[src/rtl/can_rr_pkg.sv]
package can_rr_pkg;
  localparam int ID_W     = 29;
  localparam int STD_ID_W = 11;
  localparam int CODE_W   = 4;
  localparam int DLC_W    = 4;

  localparam logic [CODE_W-1:0] CODE_OFF      = 4'b0000;
  localparam logic [CODE_W-1:0] CODE_RX_EMPTY = 4'b0100;
  localparam logic [CODE_W-1:0] CODE_TX_IDLE  = 4'b1000;
  localparam logic [CODE_W-1:0] CODE_TX_SEND  = 4'b1100;
  localparam logic [CODE_W-1:0] CODE_TX_ANSW  = 4'b1010;

  typedef struct packed {
    logic [ID_W-1:0] id;
    logic            ide;
  } rr_req_t;
endpackage

[src/rtl/can_rr_bank.sv]
module can_rr_bank
  import can_rr_pkg::*;
#(
  parameter int NUM_BUF = 16,
  parameter int IDX_W   = 4
) (
  input  logic                             clk_i,
  input  logic                             rst_ni,
  input  logic                             cfg_we_i,
  input  logic [IDX_W-1:0]                 cfg_idx_i,
  input  logic [CODE_W-1:0]                cfg_code_i,
  input  logic [ID_W-1:0]                  cfg_id_i,
  input  logic                             cfg_ide_i,
  input  logic                             cfg_rtr_i,
  input  logic [DLC_W-1:0]                 cfg_dlc_i,
  input  logic                             txd_valid_i,
  input  logic [IDX_W-1:0]                 txd_idx_i,
  output logic [NUM_BUF-1:0][CODE_W-1:0]   code_o,
  output logic [NUM_BUF-1:0][ID_W-1:0]     id_o,
  output logic [NUM_BUF-1:0]               ide_o,
  output logic [NUM_BUF-1:0]               rtr_o,
  output logic [NUM_BUF-1:0][DLC_W-1:0]    dlc_o
);
  logic [NUM_BUF-1:0][CODE_W-1:0] code_q;
  logic [NUM_BUF-1:0][ID_W-1:0]   id_q;
  logic [NUM_BUF-1:0]             ide_q;
  logic [NUM_BUF-1:0]             rtr_q;
  logic [NUM_BUF-1:0][DLC_W-1:0]  dlc_q;

  always_ff @(posedge clk_i or negedge rst_ni) begin
    if (!rst_ni) begin
      code_q <= '0;
      id_q   <= '0;
      ide_q  <= '0;
      rtr_q  <= '0;
      dlc_q  <= '0;
    end else begin
      for (int i = 0; i < NUM_BUF; i++) begin
        if (cfg_we_i && cfg_idx_i == IDX_W'(i)) begin
          code_q[i] <= cfg_code_i;
          id_q[i]   <= cfg_id_i;
          ide_q[i]  <= cfg_ide_i;
          rtr_q[i]  <= cfg_rtr_i;
          dlc_q[i]  <= cfg_dlc_i;
        end else if (txd_valid_i && txd_idx_i == IDX_W'(i) &&
                     code_q[i] == CODE_TX_SEND) begin
          // a sent remote request turns into a receiver for the answer
          code_q[i] <= rtr_q[i] ? CODE_RX_EMPTY : CODE_TX_IDLE;
        end
      end
    end
  end

  assign code_o = code_q;
  assign id_o   = id_q;
  assign ide_o  = ide_q;
  assign rtr_o  = rtr_q;
  assign dlc_o  = dlc_q;

  p_req_to_rx_r3 : assert property (@(posedge clk_i) disable iff (!rst_ni)
    (txd_valid_i && code_q[txd_idx_i] == CODE_TX_SEND && rtr_q[txd_idx_i] &&
     !(cfg_we_i && cfg_idx_i == txd_idx_i))
    |=> (code_q[$past(txd_idx_i)] == CODE_RX_EMPTY &&
         id_q[$past(txd_idx_i)] == $past(id_q[txd_idx_i])));

  p_data_to_idle_r4 : assert property (@(posedge clk_i) disable iff (!rst_ni)
    (txd_valid_i && code_q[txd_idx_i] == CODE_TX_SEND && !rtr_q[txd_idx_i] &&
     !(cfg_we_i && cfg_idx_i == txd_idx_i))
    |=> (code_q[$past(txd_idx_i)] == CODE_TX_IDLE));
endmodule

[src/rtl/can_rr_scan.sv]
module can_rr_scan
  import can_rr_pkg::*;
#(
  parameter int NUM_BUF = 16,
  parameter int IDX_W   = 4
) (
  input  logic                           clk_i,
  input  logic                           rst_ni,
  input  logic                           rx_valid_i,
  input  logic [ID_W-1:0]                rx_id_i,
  input  logic                           rx_ide_i,
  input  logic                           rx_rtr_i,
  input  logic [NUM_BUF-1:0][CODE_W-1:0] code_i,
  input  logic [NUM_BUF-1:0][ID_W-1:0]   id_i,
  input  logic [NUM_BUF-1:0]             ide_i,
  output logic                           set_v_o,
  output logic [IDX_W-1:0]               set_idx_o
);
  localparam logic [ID_W-1:0]  STD_MASK = {{(ID_W-STD_ID_W){1'b0}}, {STD_ID_W{1'b1}}};
  localparam logic [IDX_W-1:0] LAST_IDX = IDX_W'(NUM_BUF-1);

  logic             busy_q, hit_q, hold_v_q;
  logic [IDX_W-1:0] idx_q, hit_idx_q;
  rr_req_t          cur_q, hold_q, rx_req;
  logic             accept, last, match, id_eq;
  logic [ID_W-1:0]  id_mask;

  assign rx_req  = '{id: rx_id_i, ide: rx_ide_i};
  assign accept  = rx_valid_i && rx_rtr_i;
  assign last    = busy_q && (idx_q == LAST_IDX);
  assign id_mask = cur_q.ide ? '1 : STD_MASK;
  assign id_eq   = ((id_i[idx_q] ^ cur_q.id) & id_mask) == '0;
  assign match   = busy_q && code_i[idx_q] == CODE_TX_ANSW &&
                   ide_i[idx_q] == cur_q.ide && id_eq;

  assign set_v_o   = last && (hit_q || match);
  assign set_idx_o = hit_q ? hit_idx_q : idx_q;

  always_ff @(posedge clk_i or negedge rst_ni) begin
    if (!rst_ni) begin
      busy_q    <= 1'b0;
      hit_q     <= 1'b0;
      hold_v_q  <= 1'b0;
      idx_q     <= '0;
      hit_idx_q <= '0;
      cur_q     <= '0;
      hold_q    <= '0;
    end else if (!busy_q) begin
      if (accept) begin
        busy_q <= 1'b1;
        idx_q  <= '0;
        hit_q  <= 1'b0;
        cur_q  <= rx_req;
      end
    end else if (last) begin
      idx_q <= '0;
      hit_q <= 1'b0;
      if (hold_v_q) begin
        cur_q    <= hold_q;
        hold_v_q <= accept;
        if (accept) hold_q <= rx_req;
      end else if (accept) begin
        cur_q <= rx_req;
      end else begin
        busy_q <= 1'b0;
      end
    end else begin
      idx_q <= idx_q + 1'b1;
      if (match && !hit_q) begin
        hit_q     <= 1'b1;
        hit_idx_q <= idx_q;
      end
      // one-entry holder; a request arriving while it is full is dropped
      if (accept && !hold_v_q) begin
        hold_v_q <= 1'b1;
        hold_q   <= rx_req;
      end
    end
  end

  p_hold_in_scan_r10 : assert property (@(posedge clk_i) disable iff (!rst_ni)
    hold_v_q |-> busy_q);

  p_scan_steps_r5 : assert property (@(posedge clk_i) disable iff (!rst_ni)
    (busy_q && !last) |=> (busy_q && idx_q == $past(idx_q) + 1'b1));
endmodule

[src/rtl/can_rr_pend.sv]
module can_rr_pend
  import can_rr_pkg::*;
#(
  parameter int NUM_BUF = 16,
  parameter int IDX_W   = 4
) (
  input  logic                clk_i,
  input  logic                rst_ni,
  input  logic                cfg_we_i,
  input  logic [IDX_W-1:0]    cfg_idx_i,
  input  logic [CODE_W-1:0]   cfg_code_i,
  input  logic                set_v_i,
  input  logic [IDX_W-1:0]    set_idx_i,
  input  logic                txd_valid_i,
  input  logic [IDX_W-1:0]    txd_idx_i,
  output logic [NUM_BUF-1:0]  pend_o
);
  logic [NUM_BUF-1:0] pend_q;

  // priority: configuration write, then scan hit, then completion
  always_ff @(posedge clk_i or negedge rst_ni) begin
    if (!rst_ni) begin
      pend_q <= '0;
    end else begin
      for (int i = 0; i < NUM_BUF; i++) begin
        if (cfg_we_i && cfg_idx_i == IDX_W'(i))
          pend_q[i] <= (cfg_code_i == CODE_TX_SEND);
        else if (set_v_i && set_idx_i == IDX_W'(i))
          pend_q[i] <= 1'b1;
        else if (txd_valid_i && txd_idx_i == IDX_W'(i))
          pend_q[i] <= 1'b0;
      end
    end
  end

  assign pend_o = pend_q;

  p_cfg_send_sets_r2 : assert property (@(posedge clk_i) disable iff (!rst_ni)
    (cfg_we_i && cfg_code_i == CODE_TX_SEND) |=> pend_q[$past(cfg_idx_i)]);

  p_hit_beats_done_r11 : assert property (@(posedge clk_i) disable iff (!rst_ni)
    (set_v_i && !(cfg_we_i && cfg_idx_i == set_idx_i)) |=> pend_q[$past(set_idx_i)]);

  p_done_clears_r11 : assert property (@(posedge clk_i) disable iff (!rst_ni)
    (txd_valid_i && !(set_v_i && set_idx_i == txd_idx_i) &&
     !(cfg_we_i && cfg_idx_i == txd_idx_i)) |=> !pend_q[$past(txd_idx_i)]);
endmodule

[src/rtl/can_remote_responder.sv]
module can_remote_responder
  import can_rr_pkg::*;
#(
  parameter int NUM_BUF = 16,
  localparam int IDX_W  = (NUM_BUF > 2) ? $clog2(NUM_BUF) : 1
) (
  input  logic                 clk_i,
  input  logic                 rst_ni,
  input  logic                 cfg_we_i,
  input  logic [IDX_W-1:0]     cfg_idx_i,
  input  logic [CODE_W-1:0]    cfg_code_i,
  input  logic [ID_W-1:0]      cfg_id_i,
  input  logic                 cfg_ide_i,
  input  logic                 cfg_rtr_i,
  input  logic [DLC_W-1:0]     cfg_dlc_i,
  input  logic                 rx_valid_i,
  input  logic [ID_W-1:0]      rx_id_i,
  input  logic                 rx_ide_i,
  input  logic                 rx_rtr_i,
  input  logic                 txd_valid_i,
  input  logic [IDX_W-1:0]     txd_idx_i,
  input  logic [IDX_W-1:0]     rd_idx_i,
  output logic [CODE_W-1:0]    rd_code_o,
  output logic [ID_W-1:0]      rd_id_o,
  output logic                 rd_ide_o,
  output logic                 rd_rtr_o,
  output logic [DLC_W-1:0]     rd_dlc_o,
  output logic [NUM_BUF-1:0]   tx_pend_o
);
  logic [NUM_BUF-1:0][CODE_W-1:0] code;
  logic [NUM_BUF-1:0][ID_W-1:0]   id;
  logic [NUM_BUF-1:0]             ide, rtr;
  logic [NUM_BUF-1:0][DLC_W-1:0]  dlc;
  logic                           set_v;
  logic [IDX_W-1:0]               set_idx;

  can_rr_bank #(.NUM_BUF(NUM_BUF), .IDX_W(IDX_W)) u_bank (
    .clk_i, .rst_ni,
    .cfg_we_i, .cfg_idx_i, .cfg_code_i, .cfg_id_i, .cfg_ide_i, .cfg_rtr_i, .cfg_dlc_i,
    .txd_valid_i, .txd_idx_i,
    .code_o(code), .id_o(id), .ide_o(ide), .rtr_o(rtr), .dlc_o(dlc)
  );

  can_rr_scan #(.NUM_BUF(NUM_BUF), .IDX_W(IDX_W)) u_scan (
    .clk_i, .rst_ni,
    .rx_valid_i, .rx_id_i, .rx_ide_i, .rx_rtr_i,
    .code_i(code), .id_i(id), .ide_i(ide),
    .set_v_o(set_v), .set_idx_o(set_idx)
  );

  can_rr_pend #(.NUM_BUF(NUM_BUF), .IDX_W(IDX_W)) u_pend (
    .clk_i, .rst_ni,
    .cfg_we_i, .cfg_idx_i, .cfg_code_i,
    .set_v_i(set_v), .set_idx_i(set_idx),
    .txd_valid_i, .txd_idx_i,
    .pend_o(tx_pend_o)
  );

  assign rd_code_o = code[rd_idx_i];
  assign rd_id_o   = id[rd_idx_i];
  assign rd_ide_o  = ide[rd_idx_i];
  assign rd_rtr_o  = rtr[rd_idx_i];
  assign rd_dlc_o  = dlc[rd_idx_i];
endmodule

[config.mk]
export PLATFORM = sky130hd
export DESIGN_NAME = can_remote_responder
export DESIGN_NICKNAME = d
export VERILOG_FILES = /design/src/rtl/can_rr_pkg.sv /design/src/rtl/can_rr_bank.sv /design/src/rtl/can_rr_scan.sv /design/src/rtl/can_rr_pend.sv /design/src/rtl/can_remote_responder.sv
export SDC_FILE = /design/constraint.sdc
export NUM_CORES = 2
export LEC_CHECK = 0
export ABC_CLOCK_PERIOD_IN_PS = 5150
export BUFFER_PORTS_ARGS = -buffer_cell sky130_fd_sc_hd__buf_2
export CAP_MARGIN = 20
export CORE_ASPECT_RATIO = 2
export CORE_UTILIZATION = 57
export DETAILED_ROUTE_END_ITERATION = 8
export PLACE_DENSITY_LB_ADDON = 0.12
export SYNTH_ARGS = -nofsm -noshare
export SYNTH_HDL_FRONTEND = slang
export SYNTH_SLANG_ARGS = --single-unit
[constraint.sdc]
create_clock -name clk_i -period 5.15 [get_ports clk_i]
set_clock_uncertainty 0.1 [all_clocks]
set_input_delay 1.545 -clock clk_i [delete_from_list [all_inputs] [get_ports clk_i]]
set_output_delay 1.545 -clock clk_i [all_outputs]
set_load 0.02 [all_outputs]
Yosys cells after proc, flatten, opt, wreduce, memory -nomap -nowiden. Index checks and enable logic that the tools add are counted.

$add $sub $neg: 1. Magnitude comparators: 2. Eq/ne operators: 69. Mux-type cells: 136. Bitwise operators: 3. Reductions and logical operators: 117.

Operators with widths (count): 30-bit 2-to-1 mux (8); 29-bit binary-select mux with 4-bit select (2); 4-bit 2-to-1 mux (55); 4-bit equality test, second input constant (43); 29-bit 2-to-1 mux (3); 1-bit logical AND (72); 1-bit 2-to-1 mux (62); 4-bit binary-select mux with 4-bit select (3); 4-bit by 3-bit equality test with 1-bit output, second input constant (12); 3-bit nonzero test (16); 2-bit nonzero test (18); 29-bit AND (1); 29-bit logical NOT (1); 29-bit XOR (1); 4-bit by 2-bit equality test with 1-bit output, second input constant (6); 1-bit binary-select mux with 4-bit select (3); 4-bit by 1-bit equality test with 1-bit output, second input constant (3); 4-bit logical NOT (3); 4-bit by 5-bit < comparator with 1-bit output, second input constant (2); 4-bit by 1-bit adder with 4-bit output, second input constant (1); 2-bit by 1-bit inequality test with 1-bit output, second input constant (2); 2-bit AND reduction (2); 4-bit AND reduction (1); 3-bit inequality test, second input constant (1); 6 further kinds (7).

Register bits: 711. Bits of input ports: 87. Output and inout bits: 55.

Longest topological paths before layout.
Word-level depth: 11. Depth in mapped cells: 14.

By module. From an unflattened synthesis, not the netlist that was laid out.

Cell total of the unflattened synthesis: 2597. Area total of the unflattened synthesis: 37304.5 um^2.

Modules (own cells, without submodules): can_rr_bank (times used 1, cells each 1478, area each 23891.7 um^2, seq. area each 15615.0 um^2); can_rr_scan (times used 1, cells each 663, area each 7758.7 um^2, seq. area each 1776.7 um^2); can_remote_responder (times used 1, cells each 328, area each 4553.1 um^2, seq. area each 0.0 um^2); can_rr_pend (times used 1, cells each 128, area each 1101.1 um^2, seq. area each 400.4 um^2).

Least setup slack after synthesis. Ideal clock, no wire load.

Kind: input port to output port. From: input port rd_idx_i[0]. To: output port rd_code_o[1]. Arrival: 3.751 ns. Required time: 3.505 ns. Slack: -0.246 ns. Stages on the path: 5. Path buffers: 3. Path through: clkbuf_1 buf_1 buf_1 mux4_2 mux4_2.

Cells in the longest elaborated chain, start to end: 2.

Ends and longest elaborated chain: from (decl) (line can_remote_responder.sv:22) `input logic [IDX_W-1:0] rd_idx_i,`; 4-bit binary-select mux with 4-bit select (line can_remote_responder.sv:59) `assign rd_code_o = code[rd_idx_i];`; 4-bit 2-to-1 mux (not written as such) (line can_remote_responder.sv:59); to (decl) (line can_remote_responder.sv:23) `output logic [CODE_W-1:0] rd_code_o,`.

No other way between the ends. The select of a mux whose other input is x is not followed.

Worst setup path after layout.
From: input port rd_idx_i[0]. To: output port rd_id_o[23].

Cells in the longest elaborated chain, start to end: 2.

Ends and longest elaborated chain: 29-bit binary-select mux with 4-bit select (line can_remote_responder.sv:60) `assign rd_id_o = id[rd_idx_i];`; 29-bit 2-to-1 mux (not written as such) (line can_remote_responder.sv:60); to (decl) (line can_remote_responder.sv:24) `output logic [ID_W-1:0] rd_id_o,`.

No other way between the ends. The select of a mux whose other input is x is not followed.

==> results.txt <==
The flow ran to the end, and the final reports show no timing, DRC or antenna violations. The number of placement rows is 131. The number of cells on the worst reg-to-reg path is 11. The worst hold path begins at u_bank.dlc_o[11]. The CTS clock-pin slew for the worst setup and hold paths came out at approximately 0.060 ns. The net count of the finished layout is 3156.

The minimum hold slack is between 0.3 and 0.4 ns. Compared with the post-synthesis result, the final layout area differs by 11.5%. The overall power came out at 20.9 mW. The data required time of the critical path is between 3 and 4 ns. Before antenna repair, the detailed router went through 6 iterations. The source-to-sink clock delay at the later pin of the worst-skew pair came out at about 0.62 ns. The average routed wire per standard cell is 30.7 µm. The via count of the first global-routing pass came to 28100. The cell area after technology mapping is 37000 µm². 142 I/O pins were placed. In the layout the commonest cells are sky130_fd_sc_hd__nand2_1 (733), sky130_fd_sc_hd__dfrtp_1 (708), sky130_fd_sc_hd__mux2_2 (396), sky130_fd_sc_hd__mux4_2 (274), sky130_fd_sc_hd__buf_2 (137). The instance count of the mapped netlist came out at 3007. The global-route wire length before repair is ~180000 µm. The final weighted congestion of routability-driven global placement came out at 0.964. The detailed-route via count is 26500. The number of antenna violations at the first check in global routing is 10.

VDD sags by at most 0.315 mV. Once the clock tree was built, the setup fixing pass inserted 0 buffers. The number of pins exceeding their max-slew limit in the final report came out at 0.

The clock tree from TritonCTS is built. The most common cell after layout, fill and taps aside is sky130_fd_sc_hd__nand2_1. The worst setup slack for register-to-register paths is 0.59 ns.

The instance count along the most critical hold path came out at 2. The setup path with the least slack is of type in2out. The number of standard cells in the layout, taps in and fillers out is 3922. The kind of end point of the critical path is an output port.

Max-cap violations in this run came to 0. The DRC violation count after routing is 0. The slew of the pin with the lowest slew margin came out at 1.19 ns. The largest net degree at the start of global routing came out at 110. The netlist uses 57 different library cells. The total CTS buffers came out at 67. For this run, the share of the core covered by cells in the final layout is 0.645. The total half-perimeter wirelength after legalization and detailed placement came out at between 70000 and 80000 µm. The die is 182 µm wide. The maximum clock insertion buffer count is 3. In this run the tightest slew margin relative to its limit is 0.209.

After global routing the overflow that remains totals 0. The part of the Yosys area used for sequential elements is 0.481. After synthesis the netlist holds a flip-flop and latch count of 711. The number of enable flip-flop cells after synthesis is 0.

The count of endpoints failing setup in the final report is 0. The fraction of final layout cells sized beyond drive strength 1 came out at 0.336. The number of placed instances, taps included, is between 3000 and 4000. The number of filler instances in the final layout is 4842. The critical register-to-register path startpoint is u_scan.idx_q[1]. The worst hold path terminates at u_bank.dlc_o[11].

Setup repair after global routing left no endpoint under its margin. The number of buffers inserted for hold repair after clock tree synthesis is 0. The number of buffers inserted by port buffering came out at 141. The hold violation count in the final report is 0. The post-route setup TNS came out at 0 ns.

The number of sinks on the clock net came out at 711. The leakage power summed over all cells is 18.3 nW. The H-tree depth came out at 3. The die footprint came out at 66000 µm².

Of all flip-flops after synthesis, the portion carrying an async set or reset was 1.00. The placeable core area is 63900 µm². The path category of the worst min-delay check is reg2reg. Derived from the worst setup path, the maximum achievable clock frequency is 198 MHz. Data on the critical path arrives at its endpoint at 3.40 ns. The all-layer global routing usage came out at 0.379.

The minimum clock period after layout is about 5 ns. The power density of the placed cells came out at 506 nW/µm². The per-cell via count in the routed design is 6.77. The cell sitting at the root of the clock tree is a sky130_fd_sc_hd__clkbuf_16. For this run, the leading register cell type out of synthesis is sky130_fd_sc_hd__dfrtp_1. The endpoint identified for the worst register-to-register timing path is u_pend.pend_o[6]. The net count of the mapped netlist came out at 3095. The average cell area after synthesis came out at roughly 12 µm². The wire length after detailed routing is 120000 µm. The starting density of the core is 0.579. STA classifies the critical path startpoint as an input port.

The number of warning messages in the yosys log is 0. The total of cells resized after clock tree synthesis is 0. The maximum fanout along the worst path is 29. The share of the cycle needed by the critical path after routing came out at 0.979. The die height came out at 362 µm.

The number of antenna-violating nets in the routed design came out at 0. The detailed router's first-iteration violation count is ~2400.
[cell usage after synthesis, drive strengths merged, types with 4 or more instances]
| master | n | area [µm²] |
|---|---|---|
| a31oi | 9 | 56.3 |
| nand2b | 38 | 238 |
| clkbuf | 189 | 709 |
| dfrtp | 711 | 17800 |
| a221oi | 16 | 140 |
| mux2 | 396 | 4460 |
| xnor2 | 27 | 236 |
| nor4 | 4 | 40.0 |
| a22o | 18 | 158 |
| or3 | 7 | 43.8 |
| a21oi | 65 | 325 |
| nor3b | 10 | 75.1 |
| nor4bb | 7 | 70.1 |
| and2 | 4 | 25.0 |
| and3 | 4 | 25.0 |
| nand2 | 734 | 2760 |
| nand4 | 5 | 31.3 |
| xor2 | 26 | 228 |
| a22oi | 12 | 90.1 |
| buf | 52 | 323 |
| o21ai | 49 | 245 |
| nand3 | 18 | 90.1 |
| mux2i | 134 | 1340 |
| nor2 | 78 | 295 |
| inv | 25 | 93.8 |
| mux4 | 280 | 6330 |
| o41ai | 49 | 448 |
| nor2b | 10 | 62.6 |
[registers in the layout (all words and copies together), names as in the netlist]
signal,cells
u_bank.rtr_o,16
u_bank.ide_o,16
u_scan.hit_idx_q,4
u_bank.code_o,64
u_bank.dlc_o,64
u_scan.idx_q,4
u_scan.hold_v_q,1
u_scan.busy_q,1
u_pend.pend_o,16
u_scan.hold_q,30
u_scan.hit_q,1
u_bank.id_o,464
u_scan.cur_q,30
[stage by stage]
step / setup WS, ns / instance area [µm²]
after floorplan: 0.00323 / 37000
after global placement: 0.151 / 38900
after detailed placement: 0.107 / 38900
after CTS: 0.109 / 41200
after global routing: 0.0594 / 41200
final: 0.108 / 41200
[layer usage]
layer	GRT usage	wire length [µm]	vias to the layer above
li1	-	-	10900
met1	0.456	42100	13700
met2	0.611	58800	1392
met3	0.0816	10100	512
met4	0.263	9220	12
met5	0	75	-
[how the worst max path moves through the flow]
stage	start	slack (ns)	to	depth (start not counted)
floorplan	rd_idx_i[0]	0.003	rd_code_o[1]	5
global placement	rd_idx_i[0]	0.15	rd_id_o[22]	5
detailed placement	rd_idx_i[0]	0.11	rd_id_o[23]	5
CTS	rd_idx_i[0]	0.11	rd_id_o[23]	5
global route	rd_idx_i[0]	0.06	rd_id_o[23]	5
finish	rd_idx_i[0]	0.11	rd_id_o[23]	5
[worst max-delay path, stage by stage]
cell                     delay [ns]
sky130_fd_sc_hd__buf_8         0.24
sky130_fd_sc_hd__buf_12        0.28
sky130_fd_sc_hd__mux4_2        0.55
sky130_fd_sc_hd__mux4_2        0.55
sky130_fd_sc_hd__buf_2         0.19
[final cells by class]
| class | count | area, µm² | share of cell area |
|---|---|---|---|
| multi-input cells | 2028 | 18200 | 0.441 |
| flip-flops and latches | 711 | 17800 | 0.432 |
| clock buffers | 99 | 2060 | 0.0501 |
| repair buffers | 233 | 1800 | 0.0436 |
| well taps | 798 | 998 | 0.0242 |
| clock inverters | 22 | 288 | 0.00698 |
| inverters | 27 | 101 | 0.00246 |
| diodes | 4 | 10.0 | 0.000243 |
[power by group]
part	leakage (nW)	switching, mW	total, mW	internal (mW)
Combinational	8.29	3.46	7.08	3.62
Clock	1.17	2.21	5.35	3.13
Sequential	8.81	1.48	8.44	6.96
[cells by family after synthesis]
family                     after synthesis  share of synthesized area
DFF                                    711                      0.481
AOI/OAI and AO/OA                      234                     0.0440
muxes                                  810                      0.328
buffers and inverters                  268                     0.0306
xor gates and xnor gates                53                     0.0125
adders and majority gates                1                   0.000338
and+or+nand+nor                        930                      0.104
Power figures use the tool's default switching activity.
